===== src/rtl/vcg_pkg.sv =====
package vcg_pkg;
   localparam int unsigned WORD_W  = 32;
   localparam int unsigned BIT_RST = 31;
   localparam int unsigned BIT_BLK = 30;
   localparam int unsigned BIT_EN  = 15;
   localparam int unsigned ST_W    = 3;

   typedef enum logic [1:0] {
      RS_IDLE  = 2'd0,
      RS_DRAIN = 2'd1,
      RS_FLUSH = 2'd2
   } rst_state_e;

   typedef struct packed {
      logic busy;
      logic blk;
      logic en;
   } ctl_view_t;
endpackage


===== src/rtl/vcg_regs.sv =====
module vcg_regs
   import vcg_pkg::*;
#(
   parameter int unsigned CFG_W = 8
) (
   input  logic                 clk,
   input  logic                 rst_n,
   input  logic                 wr_en,
   input  logic                 addr,
   input  logic [WORD_W-1:0]    wdata,
   output logic [WORD_W-1:0]    rdata,
   input  logic                 rst_busy,
   input  logic                 rst_done,
   input  logic [ST_W-1:0]      st_set,
   output logic                 rst_req,
   output logic                 st_wr,
   output logic [ST_W-1:0]      status,
   output ctl_view_t            ctl
);
   logic             blk_q;
   logic             en_q;
   logic [CFG_W-1:0] cfg_q;
   logic             ctl_wr;

   assign ctl_wr  = wr_en && (addr == 1'b0);
   assign st_wr   = wr_en && (addr == 1'b1);
   assign rst_req = ctl_wr && wdata[BIT_RST] && !rst_busy;

   always_ff @(posedge clk or negedge rst_n) begin
      if (!rst_n) begin
         blk_q <= 1'b1;
         en_q  <= 1'b0;
         cfg_q <= '0;
      end else if (rst_done) begin
         blk_q <= 1'b1;
         en_q  <= 1'b0;
         cfg_q <= '0;
      end else if (ctl_wr) begin
         blk_q <= wdata[BIT_BLK];
         en_q  <= wdata[BIT_EN] && !wdata[BIT_RST] && !rst_busy;
         cfg_q <= wdata[CFG_W-1:0];
      end
   end

   for (genvar i = 0; i < ST_W; i++) begin : g_st
      always_ff @(posedge clk or negedge rst_n) begin
         if (!rst_n)                  status[i] <= 1'b0;
         else if (rst_done)           status[i] <= 1'b0;
         else if (st_set[i])          status[i] <= 1'b1;
         else if (st_wr && wdata[i])  status[i] <= 1'b0;
      end
   end

   always_comb begin
      rdata = '0;
      if (addr == 1'b0) begin
         rdata[BIT_RST]     = rst_busy;
         rdata[BIT_BLK]     = blk_q;
         rdata[BIT_EN]      = en_q;
         rdata[CFG_W-1:0]   = cfg_q;
      end else begin
         rdata[ST_W-1:0]    = status;
      end
   end

   assign ctl = '{busy: rst_busy, blk: blk_q, en: en_q};
endmodule


===== src/rtl/vcg_rstseq.sv =====
module vcg_rstseq
   import vcg_pkg::*;
#(
   parameter int unsigned MAX_OUT = 2,
   parameter int unsigned CNT_W   = 2
) (
   input  logic             clk,
   input  logic             rst_n,
   input  logic             rst_req,
   input  logic             dma_issue,
   input  logic             dma_done,
   input  logic             flush_done,
   output logic             busy,
   output logic             rst_done,
   output logic             flush_req,
   output logic [CNT_W-1:0] out_cnt
);
   rst_state_e state_q, state_d;
   logic       dec;

   assign dec = dma_done && (out_cnt != '0);

   always_ff @(posedge clk or negedge rst_n) begin
      if (!rst_n)                 out_cnt <= '0;
      else if (dma_issue && !dec) out_cnt <= out_cnt + 1'b1;
      else if (dec && !dma_issue) out_cnt <= out_cnt - 1'b1;
   end

   always_comb begin
      state_d  = state_q;
      rst_done = 1'b0;
      unique case (state_q)
         RS_IDLE:  if (rst_req) state_d = RS_DRAIN;
         RS_DRAIN: if (out_cnt == '0) state_d = RS_FLUSH;
         RS_FLUSH: if (flush_done) begin
            state_d  = RS_IDLE;
            rst_done = 1'b1;
         end
         default:  state_d = RS_IDLE;
      endcase
   end

   always_ff @(posedge clk or negedge rst_n) begin
      if (!rst_n) state_q <= RS_IDLE;
      else        state_q <= state_d;
   end

   assign busy      = (state_q != RS_IDLE);
   assign flush_req = (state_q == RS_FLUSH);
endmodule


===== src/rtl/vcg_evgate.sv =====
module vcg_evgate
   import vcg_pkg::*;
#(
   parameter int unsigned MAX_OUT = 2,
   parameter int unsigned CNT_W   = 2,
   parameter bit          IRQ_REG = 1'b1
) (
   input  logic             clk,
   input  logic             rst_n,
   input  ctl_view_t        ctl,
   input  logic             frame_start,
   input  logic             fifo_thresh,
   input  logic             dma_ack,
   input  logic [CNT_W-1:0] out_cnt,
   input  logic [ST_W-1:0]  st_evt,
   input  logic             vblank_evt,
   output logic             dma_req,
   output logic             dma_issue,
   output logic [ST_W-1:0]  st_set,
   output logic             irq_field,
   output logic             irq_vert
);
   logic sync_q;
   logic room;
   logic fld_ev;
   logic vrt_ev;

   always_ff @(posedge clk or negedge rst_n) begin
      if (!rst_n)                    sync_q <= 1'b0;
      else if (ctl.blk || ctl.busy)  sync_q <= 1'b0;
      else if (frame_start)          sync_q <= 1'b1;
   end

   assign room      = (out_cnt < CNT_W'(MAX_OUT));
   assign dma_issue = ctl.en && !ctl.blk && !ctl.busy && sync_q &&
                      fifo_thresh && !dma_req && room;

   always_ff @(posedge clk or negedge rst_n) begin
      if (!rst_n)         dma_req <= 1'b0;
      else if (dma_issue) dma_req <= 1'b1;
      else if (dma_ack)   dma_req <= 1'b0;
   end

   assign st_set = ctl.blk ? '0 : st_evt;
   assign fld_ev = |st_set;
   assign vrt_ev = vblank_evt && !ctl.blk;

   if (IRQ_REG) begin : g_irq_ff
      always_ff @(posedge clk or negedge rst_n) begin
         if (!rst_n) begin
            irq_field <= 1'b0;
            irq_vert  <= 1'b0;
         end else begin
            irq_field <= fld_ev;
            irq_vert  <= vrt_ev;
         end
      end
   end else begin : g_irq_comb
      assign irq_field = fld_ev;
      assign irq_vert  = vrt_ev;
   end
endmodule


===== src/rtl/vcap_chan_gate.sv =====
module vcap_chan_gate
   import vcg_pkg::*;
#(
   parameter int unsigned CFG_W   = 8,
   parameter int unsigned MAX_OUT = 2,
   parameter bit          IRQ_REG = 1'b1,
   localparam int unsigned CNT_W  = $clog2(MAX_OUT + 1)
) (
   input  logic        clk,
   input  logic        rst_n,
   input  logic        reg_wr,
   input  logic        reg_addr,
   input  logic [31:0] reg_wdata,
   output logic [31:0] reg_rdata,
   input  logic        frame_start,
   input  logic        field1_done,
   input  logic        field2_done,
   input  logic        frame_done,
   input  logic        vblank_evt,
   input  logic        fifo_thresh,
   output logic        dma_req,
   input  logic        dma_ack,
   input  logic        dma_done,
   output logic        fifo_flush,
   input  logic        flush_done,
   output logic        irq_field,
   output logic        irq_vert
);
   if (CFG_W < 1 || CFG_W > 15) begin : g_bad_cfg
      $error("CFG_W must lie in 1..15");
   end
   if (MAX_OUT < 1) begin : g_bad_out
      $error("MAX_OUT must be at least 1");
   end

   ctl_view_t        ctl;
   logic             rst_req, busy, rst_done, flush_req;
   logic             dma_issue, st_wr;
   logic [CNT_W-1:0] out_cnt;
   logic [ST_W-1:0]  st_set, status;

   vcg_regs #(.CFG_W(CFG_W)) u_regs (
      .clk(clk), .rst_n(rst_n), .wr_en(reg_wr), .addr(reg_addr),
      .wdata(reg_wdata), .rdata(reg_rdata), .rst_busy(busy),
      .rst_done(rst_done), .st_set(st_set), .rst_req(rst_req),
      .st_wr(st_wr), .status(status), .ctl(ctl)
   );

   vcg_rstseq #(.MAX_OUT(MAX_OUT), .CNT_W(CNT_W)) u_rstseq (
      .clk(clk), .rst_n(rst_n), .rst_req(rst_req), .dma_issue(dma_issue),
      .dma_done(dma_done), .flush_done(flush_done), .busy(busy),
      .rst_done(rst_done), .flush_req(flush_req), .out_cnt(out_cnt)
   );

   vcg_evgate #(.MAX_OUT(MAX_OUT), .CNT_W(CNT_W), .IRQ_REG(IRQ_REG)) u_evgate (
      .clk(clk), .rst_n(rst_n), .ctl(ctl), .frame_start(frame_start),
      .fifo_thresh(fifo_thresh), .dma_ack(dma_ack), .out_cnt(out_cnt),
      .st_evt({frame_done, field2_done, field1_done}),
      .vblank_evt(vblank_evt), .dma_req(dma_req), .dma_issue(dma_issue),
      .st_set(st_set), .irq_field(irq_field), .irq_vert(irq_vert)
   );

   assign fifo_flush = ctl.blk | flush_req;
endmodule


===== config.mk =====
export PLATFORM = sky130hd
export DESIGN_NAME = vcap_chan_gate
export DESIGN_NICKNAME = d
export VERILOG_FILES = /design/src/rtl/vcg_pkg.sv /design/src/rtl/vcg_regs.sv /design/src/rtl/vcg_rstseq.sv /design/src/rtl/vcg_evgate.sv /design/src/rtl/vcap_chan_gate.sv
export SDC_FILE = /design/constraint.sdc
export NUM_CORES = 1
export LEC_CHECK = 0
export BUFFER_PORTS_ARGS = -buffer_cell sky130_fd_sc_hd__buf_4
export CAP_MARGIN = 30
export CORE_MARGIN = 4
export CORE_UTILIZATION = 41
export DETAILED_ROUTE_END_ITERATION = 10
export GPL_TIMING_DRIVEN = 1
export PLACE_DENSITY = 0.8
export SLEW_MARGIN = 20
export SYNTH_ARGS = -nofsm -noshare
export SYNTH_HDL_FRONTEND = slang
export SYNTH_SLANG_ARGS = --single-unit

===== constraint.sdc =====
create_clock -name clk -period 2.1 [get_ports clk]
set_input_delay 0 -clock clk [delete_from_list [all_inputs] [get_ports clk]]
set_output_delay 0 -clock clk [all_outputs]
set_load 0.01 [all_outputs]

==> results summary <==
The flow ran to the end, and the final reports show no timing, DRC or antenna violations. The largest buffer count on any clock path came out at 2. The worst setup path is captured at a flop. The post-synthesis sequential element count came out at 21.

The share of flip-flops with an asynchronous set or reset came out at 100%. The area growth from synthesis to layout is 37.3%. The worst hold path was traced through 4 stages.

The endpoint of the worst register-to-register path is u_rstseq.out_cnt[1]. The final-stage net count came out at 231. The largest clock skew in the final design came out at approximately 0.0028 ns. The post-CTS setup buffer count is 0.

The overall track demand over capacity in global routing is about 14%. The detailed placer's ending HPWL came out at around 1900 um. The synthesized design spends more area on one cell type than any other, namely sky130_fd_sc_hd__dfrtp_1. The number of routed nets with antenna violations came out at 0.

The number of max-slew violations in the final report was 0. The count of cells resized by post-cts repair is 0. The number of warnings reported in the yosys synthesis log came out at 0. Entering global routing, the biggest net connects 22 pins. The layout cell share with drive strength beyond 1 came out at about a quarter.

Of all nets on the critical path, the largest fanout is 8. The setup TNS is 0 ns. The fraction of the yosys area taken by sequential cells came out at roughly 45%. The number of maximum-capacitance violations came out at 0. The final period utilization is between 80 and 90%. In the routed design, unresolved DRC markers number 0. The element type at the critical path start is a flop.

The core region is 2760 sq um. For this run, the leading register cell type out of synthesis is sky130_fd_sc_hd__dfrtp_1. The root buffer cell chosen for the clock tree is sky130_fd_sc_hd__clkbuf_4. The detailed-routing wirelength on met1 came out at ~1000 um.

In the detailed route, the total length drawn on met2 is approximately 1400 um. The global placement routability congestion is about 0.8. The H-tree level count is 1. Setup violations remaining at the end of the flow were counted as 0. The die outline area is ~3800 sq um.

The cell with the most instances after synthesis is sky130_fd_sc_hd__buf_4. The worst register-to-register path has a depth of 6. The residual overflow from global routing is 0. The cell count after synthesis is ~130. The number of global-route vias before repair was around 920. The initial core utilization came out at 42.6%. By area the synthesized netlist is led by sky130_fd_sc_hd__dfrtp_1 (43%), sky130_fd_sc_hd__buf_4 (13%), sky130_fd_sc_hd__nor2b_1 (6.4%), sky130_fd_sc_hd__nand2_1 (6.1%), sky130_fd_sc_hd__a21oi_1 (5.1%). The slack of the worst reg-to-reg path came out at roughly 0.37 ns. Hold repair after CTS inserted 19 buffers. The reported leakage power is roughly 0.79 nW. The clock sink total is 21. The first detailed-routing pass took 4 iterations. The per-instance average area after synthesis is 9.18 sq um. The area of the mapped netlist is 1170 sq um. The smallest clock period supported by the final layout is computed as 1.73 ns. The clock network latency to the later pin of the worst-skew pair came out at approximately 0.30 ns. For the worst setup path, the data arrival time is a little under 2 ns. The commonest cells after synthesis are sky130_fd_sc_hd__buf_4 (21), sky130_fd_sc_hd__dfrtp_1 (20), sky130_fd_sc_hd__nand2_1 (19). The final total power is between 1 and 1.5 mW. The class of the tightest hold or removal check is in -> reg. The filler cells instantiated in the layout total 230.

In this run the biggest area consumer among cell types represents between 40 and 50% of the synthesized area. The number of hold violations in the final report was 0. Setup repair after global routing left no endpoint under its margin. Static timing analysis puts the maximum clock frequency at slightly below 600 MHz.

The count of flip-flops with a built-in enable after synthesis came out at 0. Counting the buffers created by CTS gives 3. The count of cell types in the netlist is 25. The width of the chip came out at about 60 um. The worst slack at placement came out at 0.383 ns. For this block, the via count after detailed routing is between 1000 and 1500. The first-iteration detailed-routing DRC count came out at 52. In this run the most critical hold path is launched from field1_done. The headroom to the max-slew limit is a little over half. The number of ports placed on the die boundary came out at between 80 and 90. The beginning of the worst register-to-register path is u_rstseq.state_q[0].

The number of antenna violations at the first check in global routing came out at 0. The number of core rows is 19. The routed design uses between 150 and 200 um of met3 wire. The cell area power density is 873 nW/um^2. The count of input and output buffers came out at 38.

TritonCTS built the clock tree. The wire length of the first global-routing pass is about 4000 um. The maximum vdd drop came out at approximately 0.52 mV.

The die height is 61.5 um. The total wire length came out at roughly 2600 um. The via-per-instance ratio came out at approximately 4.7. The clock input transition at the sequential cells of the worst setup and hold paths came out at between 0.1 and 0.15 ns. Data on the critical path is required at its endpoint by 2.29 ns. Signal routing reaches up to met4.

The routed wire length per instance is 12.3 um. The worst setup path is of the reg -> reg kind. The pin slew with the least headroom to its limit came out at 0.709 ns.

The terminating pin of the worst hold path is u_regs.status[0]. The total inserted antenna cells came out at 0. The worst setup slack after layout is between 0.3 and 0.4 ns.
==> cell families (layout without fill, tap and decap cells) <==
logic type / after synthesis / count (layout) / share of synthesized area [%]
AOI/OAI and AO/OA: 17 / 17 / 7.77
other: 1 / 21 / 0.319
DFF: 21 / 21 / 44.8
xor gates and xnor gates: 3 / 3 / 2.24
and+or+nand+nor: 56 / 56 / 25.5
muxes: 3 / 3 / 2.88
adders and majority gates: 1 / 1 / 1.06
buffers and inverters: 26 / 62 / 15.4
==> worst max-delay path by stage <==
stage | start | slack (ns) | depth (start not counted) | end
global placement | u_rstseq.state_q[0] | 0.44 | 6 | u_rstseq.out_cnt[1]
finish | u_rstseq.state_q[0] | 0.37 | 6 | u_rstseq.out_cnt[1]
global route | u_rstseq.state_q[0] | 0.27 | 6 | u_rstseq.out_cnt[1]
detailed placement | u_rstseq.state_q[0] | 0.38 | 6 | u_rstseq.out_cnt[1]
CTS | u_rstseq.state_q[0] | 0.36 | 6 | u_rstseq.out_cnt[1]
floorplan | u_rstseq.state_q[0] | 0.50 | 6 | u_rstseq.out_cnt[1]
==> critical path, cell delays in order (launching register included) <==
cell and delay [ns]:
sky130_fd_sc_hd__dfrtp_1 0.46, sky130_fd_sc_hd__or3_4 0.43, sky130_fd_sc_hd__nor3_4 0.18, sky130_fd_sc_hd__ha_1 0.18, sky130_fd_sc_hd__xor2_1 0.16, sky130_fd_sc_hd__nor2_1 0.07, sky130_fd_sc_hd__xor2_1 0.14
==> per-stage QoR <==
stage / utilization, % / cells / hold slack (ns) / area [sq um]
2_1_floorplan: - / 148 / -0.296 / 1250
3_3_place_gp: 50.6 / 192 / -0.105 / 1400
3_5_place_dp: 50.6 / 192 / -0.105 / 1400
4_1_cts: 58.5 / 215 / 0.0484 / 1610
5_1_grt: 58.5 / 215 / 0.0648 / 1610
6_report: 58.5 / 215 / 0.0499 / 1610
==> final cells by class <==
type                            instances  area (sq um)  area share, %
Sequential cell                        21           527           32.7
Clock buffer                            4          26.3           1.63
Inverter                                1          3.75          0.233
Tap cell                               31          38.8           2.40
Timing Repair Buffer                   57           475           29.5
Multi-Input combinational cell        101           542           33.6
==> metal layers <==
layer	GRT usage [%]	vias to the layer above
met5	0	-
li1	-	488
met4	6.36	0
met2	25.7	37
met1	16.3	477
met3	2.10	5
==> cells in the final DEF (no fill, tap or decap), drive strengths merged, types with 4 or more instances in the layout <==
| cell | instances |
|---|---|
| clkbuf | 4 |
| nand2 | 19 |
| conb | 21 |
| nor2b | 12 |
| dfrtp | 20 |
| nand2b | 4 |
| buf | 38 |
| dlygate4sd3 | 19 |
| nor2 | 9 |
| a21oi | 12 |
==> state kept, by name (all words and copies together) (netlist names) <==
signal / count
u_regs.en_q: 1
u_rstseq.state_q: 2
u_evgate.irq_vert: 1
u_regs.blk_q: 1
u_regs.cfg_q: 8
u_regs.status: 3
u_rstseq.out_cnt: 2
u_evgate.irq_field: 1
u_evgate.dma_req: 1
u_evgate.sync_q: 1
==> where the power goes <==
part | total, mW | switching, mW | internal (mW)
clock network | 0.189 | 0.115 | 0.0742
logic | 0.542 | 0.246 | 0.296
registers | 0.677 | 0.130 | 0.547
Power figures use the tool's default switching activity.
